**config.mk**
```make
export PLATFORM = sky130hd
export DESIGN_NAME = sdram_wap_tracker
export DESIGN_NICKNAME = d
export VERILOG_FILES = /design/src/rtl/sdram_wap_tracker.sv
export SDC_FILE = /design/constraint.sdc
export NUM_CORES = 1
export LEC_CHECK = 0
export BUFFER_PORTS_ARGS = -buffer_cell sky130_fd_sc_hd__buf_2
export CORE_MARGIN = 2
export CORE_UTILIZATION = 45
export DETAILED_ROUTE_END_ITERATION = 7
export PLACE_DENSITY = 0.61
export SYNTH_ARGS = -nofsm -noshare
export SYNTH_HDL_FRONTEND = slang
export SYNTH_SLANG_ARGS = --single-unit
```
**constraint.sdc**
```tcl
create_clock -name clk -period 3.79 [get_ports clk]
set_clock_uncertainty 0.05 [all_clocks]
set_input_delay 0.5685 -clock clk [delete_from_list [all_inputs] [get_ports clk]]
set_output_delay 0.5685 -clock clk [all_outputs]
set_load 0.05 [all_outputs]
```
**src/rtl/sdram_wap_tracker.sv**
```systemverilog
module sdram_wap_tracker #(
  parameter int BAW = 2,
  parameter int CW  = 3
) (
  input  logic                  clk,
  input  logic                  rst,
  input  logic [1:0]            cmd_i,
  input  logic [BAW-1:0]        ba_i,
  input  logic                  ap_i,
  input  logic [CW-1:0]         cfg_bl_i,
  input  logic [CW-1:0]         cfg_tdpl_i,
  input  logic [CW-1:0]         cfg_trp_i,
  input  logic [CW-1:0]         cfg_trcd_i,
  output logic [2**BAW-1:0]     bank_ready_o,
  output logic [2*(2**BAW)-1:0] bank_state_o,
  output logic                  err_act_o,
  output logic                  err_same_o,
  output logic                  err_trcd_o
);
  localparam int NB   = 2**BAW;
  localparam int CNTW = CW + 1;

  localparam logic [1:0] C_NOP = 2'd0, C_ACT = 2'd1, C_WR = 2'd3;
  localparam logic [1:0] S_IDLE = 2'd0, S_ACT = 2'd1, S_WAP = 2'd2, S_PRE = 2'd3;

  logic [1:0]      st_q  [NB];
  logic [CNTW-1:0] cnt_q [NB];
  logic [CW-1:0]   rcd_q [NB];
  logic            err_act_q, err_same_q, err_trcd_q;

  logic            is_act, is_rw, is_wr;
  logic [1:0]      tgt_st;
  logic [NB-1:0]   sel, intr;
  logic [CNTW-1:0] k_wap, trp_x, tdpl_x;

  assign is_act = (cmd_i == C_ACT);
  assign is_wr  = (cmd_i == C_WR);
  assign is_rw  = cmd_i[1];
  assign tgt_st = st_q[ba_i];
  assign trp_x  = {1'b0, cfg_trp_i};
  assign tdpl_x = {1'b0, cfg_tdpl_i};
  assign k_wap  = {1'b0, cfg_bl_i} + tdpl_x - CNTW'(1);

  always_comb begin
    for (int b = 0; b < NB; b++) begin
      sel[b]  = (ba_i == BAW'(b));
      intr[b] = is_rw && !sel[b] && (st_q[b] == S_WAP) && (cnt_q[b] >= tdpl_x);
    end
  end

  always_ff @(posedge clk) begin
    if (rst) begin
      for (int b = 0; b < NB; b++) begin
        st_q[b]  <= S_IDLE;
        cnt_q[b] <= '0;
        rcd_q[b] <= '0;
      end
      err_act_q  <= 1'b0;
      err_same_q <= 1'b0;
      err_trcd_q <= 1'b0;
    end else begin
      err_act_q  <= is_act && (tgt_st != S_IDLE);
      err_same_q <= is_rw && (tgt_st == S_WAP || tgt_st == S_PRE);
      err_trcd_q <= is_wr && (tgt_st == S_ACT) && (rcd_q[ba_i] != '0);
      for (int b = 0; b < NB; b++) begin
        if (rcd_q[b] != '0) rcd_q[b] <= rcd_q[b] - CW'(1);
        case (st_q[b])
          S_IDLE: begin
            if (is_act && sel[b]) begin
              st_q[b]  <= S_ACT;
              rcd_q[b] <= cfg_trcd_i - CW'(1);
            end
          end
          S_ACT: begin
            if (is_wr && sel[b] && ap_i) begin
              if (k_wap <= CNTW'(1)) begin
                st_q[b]  <= S_PRE;
                cnt_q[b] <= trp_x;
              end else begin
                st_q[b]  <= S_WAP;
                cnt_q[b] <= k_wap - CNTW'(1);
              end
            end
          end
          S_WAP: begin
            if (intr[b]) begin
              if (trp_x <= CNTW'(1)) begin
                st_q[b]  <= S_IDLE;
                cnt_q[b] <= '0;
              end else begin
                st_q[b]  <= S_PRE;
                cnt_q[b] <= trp_x - CNTW'(1);
              end
            end else if (cnt_q[b] <= CNTW'(1)) begin
              st_q[b]  <= S_PRE;
              cnt_q[b] <= trp_x;
            end else begin
              cnt_q[b] <= cnt_q[b] - CNTW'(1);
            end
          end
          default: begin
            if (cnt_q[b] <= CNTW'(1)) begin
              st_q[b]  <= S_IDLE;
              cnt_q[b] <= '0;
            end else begin
              cnt_q[b] <= cnt_q[b] - CNTW'(1);
            end
          end
        endcase
      end
    end
  end

  genvar g;
  generate
    for (g = 0; g < NB; g++) begin : g_out
      assign bank_state_o[2*g +: 2] = st_q[g];
      assign bank_ready_o[g]        = (st_q[g] == S_IDLE);


      act_blocked_chk: assert property (@(posedge clk) disable iff (rst)
        (st_q[g] == S_WAP || st_q[g] == S_PRE) |=> (st_q[g] != S_ACT));


      same_hold_chk: assert property (@(posedge clk) disable iff (rst)
        (st_q[g] == S_WAP && is_rw && sel[g] && cnt_q[g] > CNTW'(1)) |=> (st_q[g] == S_WAP));


      pre_exit_chk: assert property (@(posedge clk) disable iff (rst)
        (st_q[g] == S_PRE) |=> (st_q[g] == S_PRE || st_q[g] == S_IDLE));


      intr_close_chk: assert property (@(posedge clk) disable iff (rst)
        (intr[g] && trp_x > CNTW'(1)) |=> (st_q[g] == S_PRE && bank_ready_o[g] == 1'b0));


      wap_cnt_chk: assert property (@(posedge clk) disable iff (rst)
        (st_q[g] == S_WAP) |-> (cnt_q[g] != '0));
    end
  endgenerate

  assign err_act_o  = err_act_q;
  assign err_same_o = err_same_q;
  assign err_trcd_o = err_trcd_q;


  err_excl_chk: assert property (@(posedge clk) disable iff (rst)
    $onehot0({err_act_o, err_same_o, err_trcd_o}));


  err_trcd_src_chk: assert property (@(posedge clk) disable iff (rst)
    err_trcd_o |-> ($past(cmd_i) == C_WR));


  nop_quiet_chk: assert property (@(posedge clk) disable iff (rst)
    (cmd_i == C_NOP) |=> !(err_act_o || err_same_o || err_trcd_o));
endmodule

```
==> metrics.yaml <==
global_route:
  use_met1_pct: 32.1
  gr-usage-all-layers_pct: 22.9
  grt_use_met3_pct: 3.24
  grt_pass1_wl_um: 17300
  antenna_found_initial: 0
  grt_pass1_vias: 3277
  grt-busiest-layer: "met2"
  grtUsageMet2_pct: 37.3
  grt_max_degree: 19
  grt_overflow: 0
worst_setup_path:
  critPathArrivalTime_ps: 3080
  critPathSlowestCell: "xnor2_2"
  crit_type: "input pin to flop"
  crit_fanout: 7
  critPathMaxStageDelay_ps: 460
  cpMostUsedCell: "inv_1"
  cp.required_ps: 3840
  start_kind: "input pin"
  crit_path_cell_trace: "buf_2, inv_1, ha_1, inv_1, ha_1, inv_1, fa_1, xnor2_2, o2111ai_2, mux2i_1, o211ai_1, a221oi_1"
  cp-end-kind: "flop"
yosys:
  synth_fa_ha_area_share_pct: 12.6
  synth.avg_cell_area_um2: 8.81
  synth-xor-area-share_pct: 2.42
  synth_top_family_by_area: "simple AND/OR/NAND/NOR gates"
  yosys-mux-area-fraction_pct: 3.88
  ys_ff_latch: 39
  synth_edf_count: 36
  syn_nets: 504
  synth_cells: 446
  async_reset_ff_share_pct: 0
  synth-main-ff-cell: "edfxtp_1"
  syn_area_um2: 3930
  ys_types: 71
  yosysSeqAreaShare_pct: 29.0
  yosys.area_share.simple_pct: 22.9
  synth_compound_area_share_pct: 22.2
  ys_warn_count: 0
placement:
  place_congestion: 0.943
  place_ws_ps: 436
  dpl-instance-area_um2: 4160
  dp_hpwl_um: 8420
  portBuffers: 33
clock_network:
  numCtsBuffers: 5
  cts-root-buf: "clkbuf_8"
  clk_latency_ps: 310
  clkTransAtPathRegs_ps: 80
  cts-hold-fix-buffers: 0
  htreeDepth: 2
  cts_buffer_depth: 2
  cts_setup_buffers: 0
  cts.sinks: 39
  ctsResizeCount: 0
  cts_tree: "done"
route:
  first_pass_iters: 4
  antenna_left: 0
  routed_wl_um: 10800
  drc_errors: 0
  via_per_inst: 6.06
  wl_per_cell_um: 18.6
  drt-initial-drc-count: 230
  vias: 3521
layout:
  synthToLayoutAreaGrowth_pct: 7.99
  nets: 530
  n_antenna_cell: 0
  drive_above_1_share_pct: 13.5
  postLayoutCellArea_um2: 4240
sta:
  setup_tns_ps: 0
  timing.final.crit_share_pct: 79.8
  fmax_mhz: 331
  period_needed_ps: 3020
  worst_pin_slew_ps: 669
  finalWorstSetupSlack_ps: 767
  hold_viol: 0
  slew_headroom_pct: 55.3
  fin_worst_hold_slack_ps: 523
  slew_violations: 0
  rsz0062_at_grt: "no"
  setup_viol: 0
status:
  status: "finished, final reports clean"
power:
  p_total_w: 0.00172
  power_density_nw_per_um2: 405
  ir_drop_uv: 209
  power_leakage_nw: 1.75
floorplan:
  die_width_um: 97.5
  die_h_um: 97.5
  rows: 34
  core_area_um2: 8590
  io_pins: 34
  start_util_pct: 45.7
  die-area_um2: 9500
min_path:
  hold_path.class: "input pin to flop"
job:
  drv_cap: 0
cells in the final DEF, fill, tap and decap left out, types with 16 or more instances in the layout:
master,netlist,routed
inv_1,43,43
nand2b_1,16,16
o21ai_0,16,16
nor3_1,23,23
nand2_1,30,30
a21oi_1,16,16
buf_2,6,33
nor2_1,32,32
edfxtp_1,36,36
ha_1,38,38
cells in the mapped netlist, drive strengths merged (5+ instances only):
cell type,count,area [um2]
inv,44,165
ha,38,475
edfxtp,36,1080
nor2,32,120
nand2,31,119
nor3,23,115
o21ai,17,85.1
a21oi,16,80.1
nand2b,16,100
a211oi,11,97.6
buf,11,78.8
nand3,11,60.1
nor2b,10,62.6
clkbuf,8,30.0
nor4,8,65.1
xnor2,8,77.6
a211o,7,61.3
mux2i,7,70.1
o211ai,7,66.3
a31oi,6,52.6
and3,6,37.5
nand3b,6,45.0
o22ai,6,37.5
o41ai,6,52.6
or3,6,37.5
o31ai,5,37.5
critical path: cells and delay by family:
family / cells / cell delay, ps
buffers and inverters: 4 / 290
muxes: 1 / 230
xor gates and xnor gates: 1 / 460
adders and majority gates: 3 / 790
AOI/OAI and AO/OA: 3 / 730
power by group:
part           switching [W]  internal, W
Sequential         0.0000881     0.000593
Combinational       0.000460     0.000283
Clock               0.000165     0.000129
through the flow:
step,instances,util [%]
after floorplan,446,-
after global placement,573,48.4
after detailed placement,573,48.4
after CTS,581,49.4
after global routing,581,49.4
final,581,49.4
final timing paths:
| check | start | endpoint | slack, ps | cells past startpoint |
|---|---|---|---|---|
| hold / removal | cmd_i[0] | err_trcd_o | 520 | 3 |
| setup / recovery | cfg_tdpl_i[1] | cnt_q[0][0] | 770 | 12 |
| setup reg to reg | cnt_q[2][2] | st_q[2][1] | 1330 | 6 |
| hold reg to reg | rcd_q[3][0] | rcd_q[3][0] | 600 | 1 |
cell type report:
type	instances	area (um2)
timing repair buffer	38	203
tap	108	135
multi-input combinational	344	2510
sequential	39	1140
clock buffer	6	72.6
fill	883	4350
clock inverter	2	12.5
inverter	44	165
metal layers:
| metal | vias up | wire, um |
|---|---|---|
| li1 | 1737 | - |
| met1 | 1672 | 4890 |
| met4 | 0 | 147 |
| met5 | - | 0 |
| met2 | 97 | 5190 |
| met3 | 15 | 598 |
cell families (layout without fill, tap and decap cells):
group           Yosys count  in the layout
flops                    39             39
buf+inv                  63             90
compound gates          116            116
mux                      12             12
fa+ha+maj                39             39
xor+xnor                 10             10
simple gates            167            167
flip-flops by register name, indices dropped and copies added (netlist names):
signal,count
err_act_o,1
st_q,8
cnt_q,16
err_trcd_o,1
err_same_o,1
rcd_q,12
No activity file was read; power rests on OpenSTA's default activity.
